<file path="src/rtl/bank_pkg.sv">
`timescale 1ns/1ps
package bank_pkg;

    localparam int XLEN      = 32;
    localparam int MODE_W    = 5;
    localparam int LOG_REGS  = 16;
    localparam int LOG_W     = $clog2(LOG_REGS);

    localparam int SHARED_N  = LOG_REGS;
    localparam int FIQ_N     = 7;
    localparam int PAIR_N    = 2;
    localparam int EXC_PAIRS = 4;
    localparam int PHYS_GPR  = SHARED_N + FIQ_N + EXC_PAIRS * PAIR_N;
    localparam int PHYS_W    = $clog2(PHYS_GPR);
    localparam int SAVED_N   = 5;
    localparam int SAVED_W   = $clog2(SAVED_N);

    localparam int FIQ_BASE  = SHARED_N;
    localparam int SVC_BASE  = FIQ_BASE + FIQ_N;
    localparam int ABT_BASE  = SVC_BASE + PAIR_N;
    localparam int UND_BASE  = ABT_BASE + PAIR_N;
    localparam int IRQ_BASE  = UND_BASE + PAIR_N;

    localparam logic [MODE_W-1:0] CODE_USR = 5'b10000;
    localparam logic [MODE_W-1:0] CODE_FIQ = 5'b10001;
    localparam logic [MODE_W-1:0] CODE_IRQ = 5'b10010;
    localparam logic [MODE_W-1:0] CODE_SVC = 5'b10011;
    localparam logic [MODE_W-1:0] CODE_ABT = 5'b10111;
    localparam logic [MODE_W-1:0] CODE_UND = 5'b11011;
    localparam logic [MODE_W-1:0] CODE_SYS = 5'b11111;
    localparam logic [MODE_W-1:0] RESET_MODE = CODE_SVC;

    typedef enum logic [2:0] {
        VIEW_USR = 3'd0,
        VIEW_FIQ = 3'd1,
        VIEW_IRQ = 3'd2,
        VIEW_SVC = 3'd3,
        VIEW_ABT = 3'd4,
        VIEW_UND = 3'd5
    } view_e;

    typedef struct packed {
        view_e              view;
        logic               has_saved;
        logic [SAVED_W-1:0] saved_sel;
    } view_t;

    function automatic view_e view_of(logic [MODE_W-1:0] code);
        view_e v;
        case (code)
            CODE_FIQ: v = VIEW_FIQ;
            CODE_IRQ: v = VIEW_IRQ;
            CODE_SVC: v = VIEW_SVC;
            CODE_ABT: v = VIEW_ABT;
            CODE_UND: v = VIEW_UND;
            default:  v = VIEW_USR;
        endcase
        return v;
    endfunction

    function automatic logic [PHYS_W-1:0] pair_base(view_e v);
        logic [PHYS_W-1:0] b;
        case (v)
            VIEW_SVC: b = PHYS_W'(SVC_BASE);
            VIEW_ABT: b = PHYS_W'(ABT_BASE);
            VIEW_UND: b = PHYS_W'(UND_BASE);
            VIEW_IRQ: b = PHYS_W'(IRQ_BASE);
            default:  b = PHYS_W'(13);
        endcase
        return b;
    endfunction

    function automatic logic [PHYS_W-1:0] phys_slot(view_e v, logic [LOG_W-1:0] idx);
        logic [PHYS_W-1:0] s;
        s = PHYS_W'(idx);
        if (v == VIEW_FIQ && idx >= 4'd8 && idx <= 4'd14) begin
            s = PHYS_W'(FIQ_BASE) + PHYS_W'(idx - 4'd8);
        end else if (idx == 4'd13 || idx == 4'd14) begin
            s = pair_base(v) + PHYS_W'(idx - 4'd13);
        end
        return s;
    endfunction

endpackage

</file>
<file path="src/rtl/mode_decode.sv">
`timescale 1ns/1ps
module mode_decode
    import bank_pkg::*;
(
    input  logic [MODE_W-1:0] mode_i,
    output view_t             view_o
);

    view_e v;

    always_comb begin
        v = view_of(mode_i);
        view_o.view      = v;
        view_o.has_saved = (v != VIEW_USR);
        view_o.saved_sel = (v != VIEW_USR) ? SAVED_W'(3'(v) - 3'd1) : '0;
    end

endmodule

</file>
<file path="src/rtl/slot_map.sv">
`timescale 1ns/1ps
module slot_map
    import bank_pkg::*;
#(
    parameter int PORTS = 3
) (
    input  view_e                       view_i,
    input  logic [PORTS-1:0][LOG_W-1:0] idx_i,
    output logic [PORTS-1:0][PHYS_W-1:0] slot_o
);

    for (genvar p = 0; p < PORTS; p++) begin : g_port
        always_comb slot_o[p] = phys_slot(view_i, idx_i[p]);
    end

endmodule

</file>
<file path="src/rtl/gpr_store.sv">
`timescale 1ns/1ps
module gpr_store
    import bank_pkg::*;
#(
    parameter int DATA_W = 32,
    parameter int SLOTS  = PHYS_GPR,
    parameter int NRD    = 2
) (
    input  logic                             clk,
    input  logic                             rst,
    input  logic                             wr_en,
    input  logic [PHYS_W-1:0]                wr_slot,
    input  logic [DATA_W-1:0]                wr_data,
    input  logic [NRD-1:0][PHYS_W-1:0]       rd_slot,
    output logic [NRD-1:0][DATA_W-1:0]       rd_data
);

    logic [SLOTS-1:0][DATA_W-1:0] cells;

    for (genvar s = 0; s < SLOTS; s++) begin : g_cell
        logic [DATA_W-1:0] q;
        always_ff @(posedge clk) begin
            if (rst) begin
                q <= '0;
            end else if (wr_en && wr_slot == PHYS_W'(s)) begin
                q <= wr_data;
            end
        end
        assign cells[s] = q;
    end

    for (genvar p = 0; p < NRD; p++) begin : g_rd
        always_comb begin
            rd_data[p] = '0;
            for (int s = 0; s < SLOTS; s++) begin
                if (rd_slot[p] == PHYS_W'(s)) rd_data[p] = cells[s];
            end
        end
    end

endmodule

</file>
<file path="src/rtl/status_store.sv">
`timescale 1ns/1ps
module status_store
    import bank_pkg::*;
#(
    parameter int DATA_W = 32,
    parameter int NSAVED = SAVED_N
) (
    input  logic                clk,
    input  logic                rst,
    input  view_t               view_i,
    input  logic                cur_we,
    input  logic [DATA_W-1:0]   cur_wdata,
    output logic [DATA_W-1:0]   cur_rdata,
    input  logic                saved_we,
    input  logic [DATA_W-1:0]   saved_wdata,
    output logic [DATA_W-1:0]   saved_rdata
);

    localparam logic [DATA_W-1:0] CUR_RESET = {{(DATA_W-MODE_W){1'b0}}, RESET_MODE};

    logic [DATA_W-1:0]              cur_q;
    logic [NSAVED-1:0][DATA_W-1:0]  saved;

    always_ff @(posedge clk) begin
        if (rst) begin
            cur_q <= CUR_RESET;
        end else if (cur_we) begin
            cur_q <= cur_wdata;
        end
    end

    for (genvar k = 0; k < NSAVED; k++) begin : g_saved
        logic [DATA_W-1:0] q;
        always_ff @(posedge clk) begin
            if (rst) begin
                q <= '0;
            end else if (saved_we && view_i.has_saved && view_i.saved_sel == SAVED_W'(k)) begin
                q <= saved_wdata;
            end
        end
        assign saved[k] = q;
    end

    always_comb begin
        cur_rdata   = cur_q;
        saved_rdata = cur_q;
        if (view_i.has_saved) begin
            for (int k = 0; k < NSAVED; k++) begin
                if (view_i.saved_sel == SAVED_W'(k)) saved_rdata = saved[k];
            end
        end
    end

endmodule

</file>
<file path="src/rtl/banked_regfile.sv">
`timescale 1ns/1ps
module banked_regfile
    import bank_pkg::*;
#(
    parameter int DATA_W = XLEN
) (
    input  logic              clk,
    input  logic              rst,
    input  logic [MODE_W-1:0] mode_i,
    input  logic [LOG_W-1:0]  rd_a_idx,
    output logic [DATA_W-1:0] rd_a_data,
    input  logic [LOG_W-1:0]  rd_b_idx,
    output logic [DATA_W-1:0] rd_b_data,
    input  logic              wr_en,
    input  logic [LOG_W-1:0]  wr_idx,
    input  logic [DATA_W-1:0] wr_data,
    input  logic              cpsr_we,
    input  logic [DATA_W-1:0] cpsr_wdata,
    output logic [DATA_W-1:0] cpsr_rdata,
    input  logic              spsr_we,
    input  logic [DATA_W-1:0] spsr_wdata,
    output logic [DATA_W-1:0] spsr_rdata
);

    localparam int NRD   = 2;
    localparam int NMAP  = NRD + 1;

    view_t                        view;
    logic [NMAP-1:0][LOG_W-1:0]   map_idx;
    logic [NMAP-1:0][PHYS_W-1:0]  map_slot;
    logic [NRD-1:0][PHYS_W-1:0]   rd_slot;
    logic [NRD-1:0][DATA_W-1:0]   rd_data;

    mode_decode u_decode (
        .mode_i (mode_i),
        .view_o (view)
    );

    assign map_idx[0] = rd_a_idx;
    assign map_idx[1] = rd_b_idx;
    assign map_idx[2] = wr_idx;

    slot_map #(.PORTS(NMAP)) u_map (
        .view_i (view.view),
        .idx_i  (map_idx),
        .slot_o (map_slot)
    );

    assign rd_slot[0] = map_slot[0];
    assign rd_slot[1] = map_slot[1];

    gpr_store #(.DATA_W(DATA_W), .SLOTS(PHYS_GPR), .NRD(NRD)) u_gpr (
        .clk     (clk),
        .rst     (rst),
        .wr_en   (wr_en),
        .wr_slot (map_slot[2]),
        .wr_data (wr_data),
        .rd_slot (rd_slot),
        .rd_data (rd_data)
    );

    assign rd_a_data = rd_data[0];
    assign rd_b_data = rd_data[1];

    status_store #(.DATA_W(DATA_W), .NSAVED(SAVED_N)) u_status (
        .clk         (clk),
        .rst         (rst),
        .view_i      (view),
        .cur_we      (cpsr_we),
        .cur_wdata   (cpsr_wdata),
        .cur_rdata   (cpsr_rdata),
        .saved_we    (spsr_we),
        .saved_wdata (spsr_wdata),
        .saved_rdata (spsr_rdata)
    );

endmodule

</file>
<file path="config.mk">
export PLATFORM = sky130hd
export DESIGN_NAME = banked_regfile
export DESIGN_NICKNAME = d
export VERILOG_FILES = /design/src/rtl/bank_pkg.sv /design/src/rtl/mode_decode.sv /design/src/rtl/slot_map.sv /design/src/rtl/gpr_store.sv /design/src/rtl/status_store.sv /design/src/rtl/banked_regfile.sv
export SDC_FILE = /design/constraint.sdc
export NUM_CORES = 2
export LEC_CHECK = 0
export CAP_MARGIN = 25
export CORE_ASPECT_RATIO = 1.5
export CORE_MARGIN = 2
export CORE_UTILIZATION = 61
export DETAILED_ROUTE_END_ITERATION = 7
export PLACE_DENSITY = 0.82
export SYNTH_ARGS = -nofsm -noshare
export SYNTH_HDL_FRONTEND = slang
export SYNTH_SLANG_ARGS = --single-unit
</file>
<file path="constraint.sdc">
create_clock -name clk -period 7 [get_ports clk]
set_clock_uncertainty 0.2 [all_clocks]
set_input_delay 0.7 -clock clk [delete_from_list [all_inputs] [get_ports clk]]
set_output_delay 0.7 -clock clk [all_outputs]
set_load 0.005 [all_outputs]
</file>
==> results.ini, run 1 <==
[global_routing]
track_usage=0.6734
grt_max_degree=242
overflow=22
grt_pass1_wl_um=502700
grt_pass1_vias=73990

[run_status]
stop_error=[ERROR GRT-0116] Global routing finished with congestion. Check the congestion regions in the DRC Viewer.
lastStage=global routing
status=did not finish

[clocking]
ctsRootBufferMaster=clkbuf_16
cts_hold_buf=0
clock_path_buffers=3
cts_max_level=3
numCtsBuffers=110
numClockSinks=1184

[logic_synthesis]
synth_common_cells=nand2_1 (2,272), dfxtp_1 (1,184), a21oi_1 (1,178)
syn_avg_cell_area_um2=7.408
postSynthCellCount=8039
synth_adder_area_share=0.003740
synth-compound-area-share=0.2791
post-synth-top-count-cell=nand2_1
yosys-top-cells-area=dfxtp_1 (40%), nand2_1 (14%), a21oi_1 (9.9%), mux2i_1 (3.8%), nor2_1 (3.5%)
synth_xor_area_frac=0.001723
yosysTopAreaCell=dfxtp_1
async_flop_share=0
syn_area_um2=59550
synth-seq-area-share=0.3980
synth_cell_type_count=118
synth_edf_count=0
synth-simple-area-share=0.2232
ys_warn_count=0
ys_ff_latch=1184
synth_ff_type=dfxtp_1
synth_top_family_by_area=compound AO/OA/AOI/OAI gates
synth_mux_area_frac=0.03891
synthesis.nets=8173
synth_top_area_share=0.3980

[die]
rows=140
die_x_um=259.1
initial_core_util=0.6148
io-pin-count=246
fp.dieH_um=386.7

[placed_design]
gp_congestion=1.210
port-buffer-count=245
dp_hpwl_um=222800

## through the flow
stage               area [µm²]  setup slack, ns  cells    util  hold WS [ns]
detailed placement       68200          -0.6195   9725  0.7041        0.2463
global placement         68200          -0.6480   9725  0.7041        0.2411
CTS                      72580        0.0006031   9934  0.7493        0.2549
floorplan                59550            1.272   8039       -        0.2360
## repair_timing
| action | CTS |
|---|---|
| pin swaps | 10 |
| resized for setup | 78 |
| gates cloned | 0 |
| setup buffers | 7 |
| endpoints found under the setup margin | 64 |
## cell families after synthesis
group / after synthesis
DFF: 1184
and+or+nand+nor: 3243
buffers and inverters: 767
xor gates and xnor gates: 10
muxes: 231
AOI/OAI and AO/OA: 2588
adders and majority gates: 16
## routing by layer
metal	GRT overflow	track usage
met5	0	0.07589
met4	12	0.6544
met2	9	0.9000
met3	1	0.4393
met1	0	0.6856
==> run 2, diff against run 1 <==
CORE_ASPECT_RATIO = unset   (was 1.5)
CORE_UTILIZATION = 40   (was 61)
PLACE_DENSITY = unset   (was 0.82)
PLACE_DENSITY_LB_ADDON = 0.15   (was unset)
==> run 2 against run 1 <==
Against the previous run:
- area after synthesis stayed put
- the flow now finishes without violations
- synthesized cell count unchanged
==> results.ini, run 2 <==
[worst_hold_path]
hold_path_end=u_status.cur_rdata[27]$_SDFFE_PP0P_
holdPathStages=2
hold_class=primary input to flop
hold_path_startpoint=rst

[drt]
vias=68380
dr.pass1.iters=8
drt_iter0_drc=11020
wl_per_cell_um=30.77
drtAntennaViolNets=0
drt-vias-per-instance=6.376
drc=0
wl_um=329900

[placed_design]
dp_hpwl_um=233800
gp_congestion=1.024
pre_cts_ws_ns=-1.034
port-buffer-count=245

[sta]
hold_viol_final=0
worst_pin_slew_ns=1.413
slew_headroom=0.05809
final.min_clock_period_ns=6.941
fmaxAchievable_mhz=144.1
fin_crit_sh=0.9916
rsz0062_at_grt=true
finalMaxSlewViolations=0
setup_viol=0
fin_ws_ns=0.05905

[logic_synthesis]
syn_area_um2=59550
synth_cell_type_count=118
yosys-top-cells-area=dfxtp_1 (40%), nand2_1 (14%), a21oi_1 (9.9%), mux2i_1 (3.8%), nor2_1 (3.5%)
ys_ff_latch=1184
syn_avg_cell_area_um2=7.408
postSynthCellCount=8039
async_flop_share=0
yosysTopAreaCell=dfxtp_1
synth_ff_type=dfxtp_1
synthesis.nets=8173
synth_top_area_share=0.3980
synth-seq-area-share=0.3980
post-synth-top-count-cell=nand2_1
ys_warn_count=0
synth_common_cells=nand2_1 (2,272), dfxtp_1 (1,184), a21oi_1 (1,178)
synth_edf_count=0

[layout]
layout-drive-gt1-share=0.1767
final_cell_mix=nand2_1 (2,266), dfxtp_1 (1,184), a21oi_1 (1,165), buf_4 (858), nor2_1 (529)
syn2layout_area_growth_pct=27.90
layout_commonest_cell=nand2_1
nNetsFinal=8812
regMostFlops=u_gpr.g_cell.q
largest_reg_flops=992

[global_routing]
track_usage=0.4181
grt_pass1_vias=63070
grt_pass1_wl_um=467300
overflow=0
grt_max_degree=213
antenna_found_initial=20

[critical_path]
crit_fanout=7
path_class=primary input to output pin
r2r_start=u_gpr.g_cell[17].q[9]$_SDFFE_PP0P_
worstPathArrival_ns=6.04
rrSetupSlack_ns=5.88
start_kind=primary input
worstPathRequired_ns=6.10
end_kind=output pin
r2r_cells=2
r2r-end=u_gpr.g_cell[17].q[9]$_SDFFE_PP0P_

[die]
die_area_um2=152000
fp.dieH_um=389.9
core_area_um2=147800
die_x_um=389.9
rows=141
initial_core_util=0.4028
io-pin-count=246

[clocking]
numClockSinks=1184
clkLatencyLatePin_ns=0.78
cts_hold_buf=0
ctsRootBufferMaster=clkbuf_16
cts_max_level=4
numCtsBuffers=140
clkTransAtPathRegs_ns=0.06
cts_tree=built
clock_path_buffers=3

[power]
power.internal_mw=12.28
power_mw=17.46
max-vdd-ir-drop_mv=0.2173
combPwrFrac=0.167
p_leak_nw=27.10
netSwitchingPower_mw=5.182
power_frac_seq=0.394
switching_share=0.2968
power_frac_clock=0.439
powerDensity_nw_per_um2=229.2

[run_status]
status=completed

[job]
cap_violations=0

run 2: cell counts after synthesis:
No cell type changed its count.
run 2: kinds of logic (layout without fill, tap and decap cells):
kind of cell,after synthesis,count (layout),share of synthesized area
and+or+nand+nor,3243,3243,0.2232
DFF,1184,1184,0.3980
muxes,231,231,0.03891
adders and majority gates,16,16,0.003740
AOI/OAI and AO/OA,2588,2589,0.2791
buffers and inverters,767,1516,0.05530
other,0,5,0
xor gates and xnor gates,10,10,0.001723
run 2: repair_timing:
action,CTS,global route
gates cloned,0,1
resized for setup,93,148
setup endpoints to repair,64,62
setup buffers,16,22
pin swaps,22,47
run 2: worst max-delay path by stage:
stage / slack (ns) / startpoint / endpoint
floorplan: 1.27 / mode_i[3] / rd_b_data[13]
global placement: -1.15 / mode_i[0] / rd_a_data[0]
detailed placement: -1.03 / mode_i[0] / rd_a_data[0]
CTS: 0.01 / mode_i[4] / rd_a_data[27]
global route: -0.01 / mode_i[3] / rd_a_data[0]
finish: 0.06 / mode_i[3] / rd_a_data[9]
run 2: final cells by class:
| type | count | area [µm²] |
|---|---|---|
| clock inverters | 56 | 711.9 |
| diodes | 5 | 12.51 |
| repair buffers | 1234 | 11320 |
| well taps | 1930 | 2415 |
| clock buffers | 197 | 4039 |
| inverters | 29 | 108.9 |
| fillers | 14270 | 71670 |
| multi-input cells | 6089 | 33860 |
| flip-flops and latches | 1184 | 23700 |
run 2: worst max-delay path: stages:
cell and delay (ns):
dlygate4sd2_1 0.35, xnor2_2 0.16, nor2_1 0.07, ha_1 0.19, or4b_4 0.55, ha_4 0.29
inv_1 0.05, fa_2 0.55, buf_4 0.13, nand3_1 0.07, o21ai_2 0.14, o21a_1 0.17
o211ai_1 0.12, buf_4 0.22, buf_4 0.18, o22a_1 0.18, a211oi_2 0.33, buf_4 0.18
o21ai_1 0.08, buf_4 0.19, nor4b_2 0.18, nor3_2 0.24, buf_4 0.20, clkdlybuf4s50_1 0.51
run 2: metal layers:
metal / track usage / vias to the layer above / routed length (µm)
met4: 0.2218 / 20 / 19220
met1: 0.5569 / 32960 / 131600
met2: 0.6152 / 4677 / 139100
met3: 0.1124 / 918 / 39730
li1: - / 29810 / -
met5: 0 / - / 273
run 2: power groups by stage:
stage	sequential, mW	clock (mW)	combinational, mW
floorplan	7.00	0	1.04
global placement	7.02	0	2.66
detailed placement	7.02	0	2.66
CTS	6.87	7.70	2.73
global route	6.88	7.97	2.96
finish	6.88	7.66	2.92
run 2: metrics by stage:
step / util / cells / setup TNS (ns) / area, µm² / hold WS (ns)
finish: 0.5152 / 10720 / 0 / 76170 / 0.1821
global route: 0.5151 / 10720 / -0.01151 / 76160 / 0.2003
CTS: 0.5087 / 10700 / 0 / 75210 / 0.1928
detailed placement: 0.4731 / 10430 / -36.06 / 69940 / 0.2461
global placement: 0.4727 / 10420 / -43.47 / 69890 / 0.2410
floorplan: - / 8039 / 0 / 59550 / 0.2360
No activity file was read; power rests on OpenSTA's default activity.
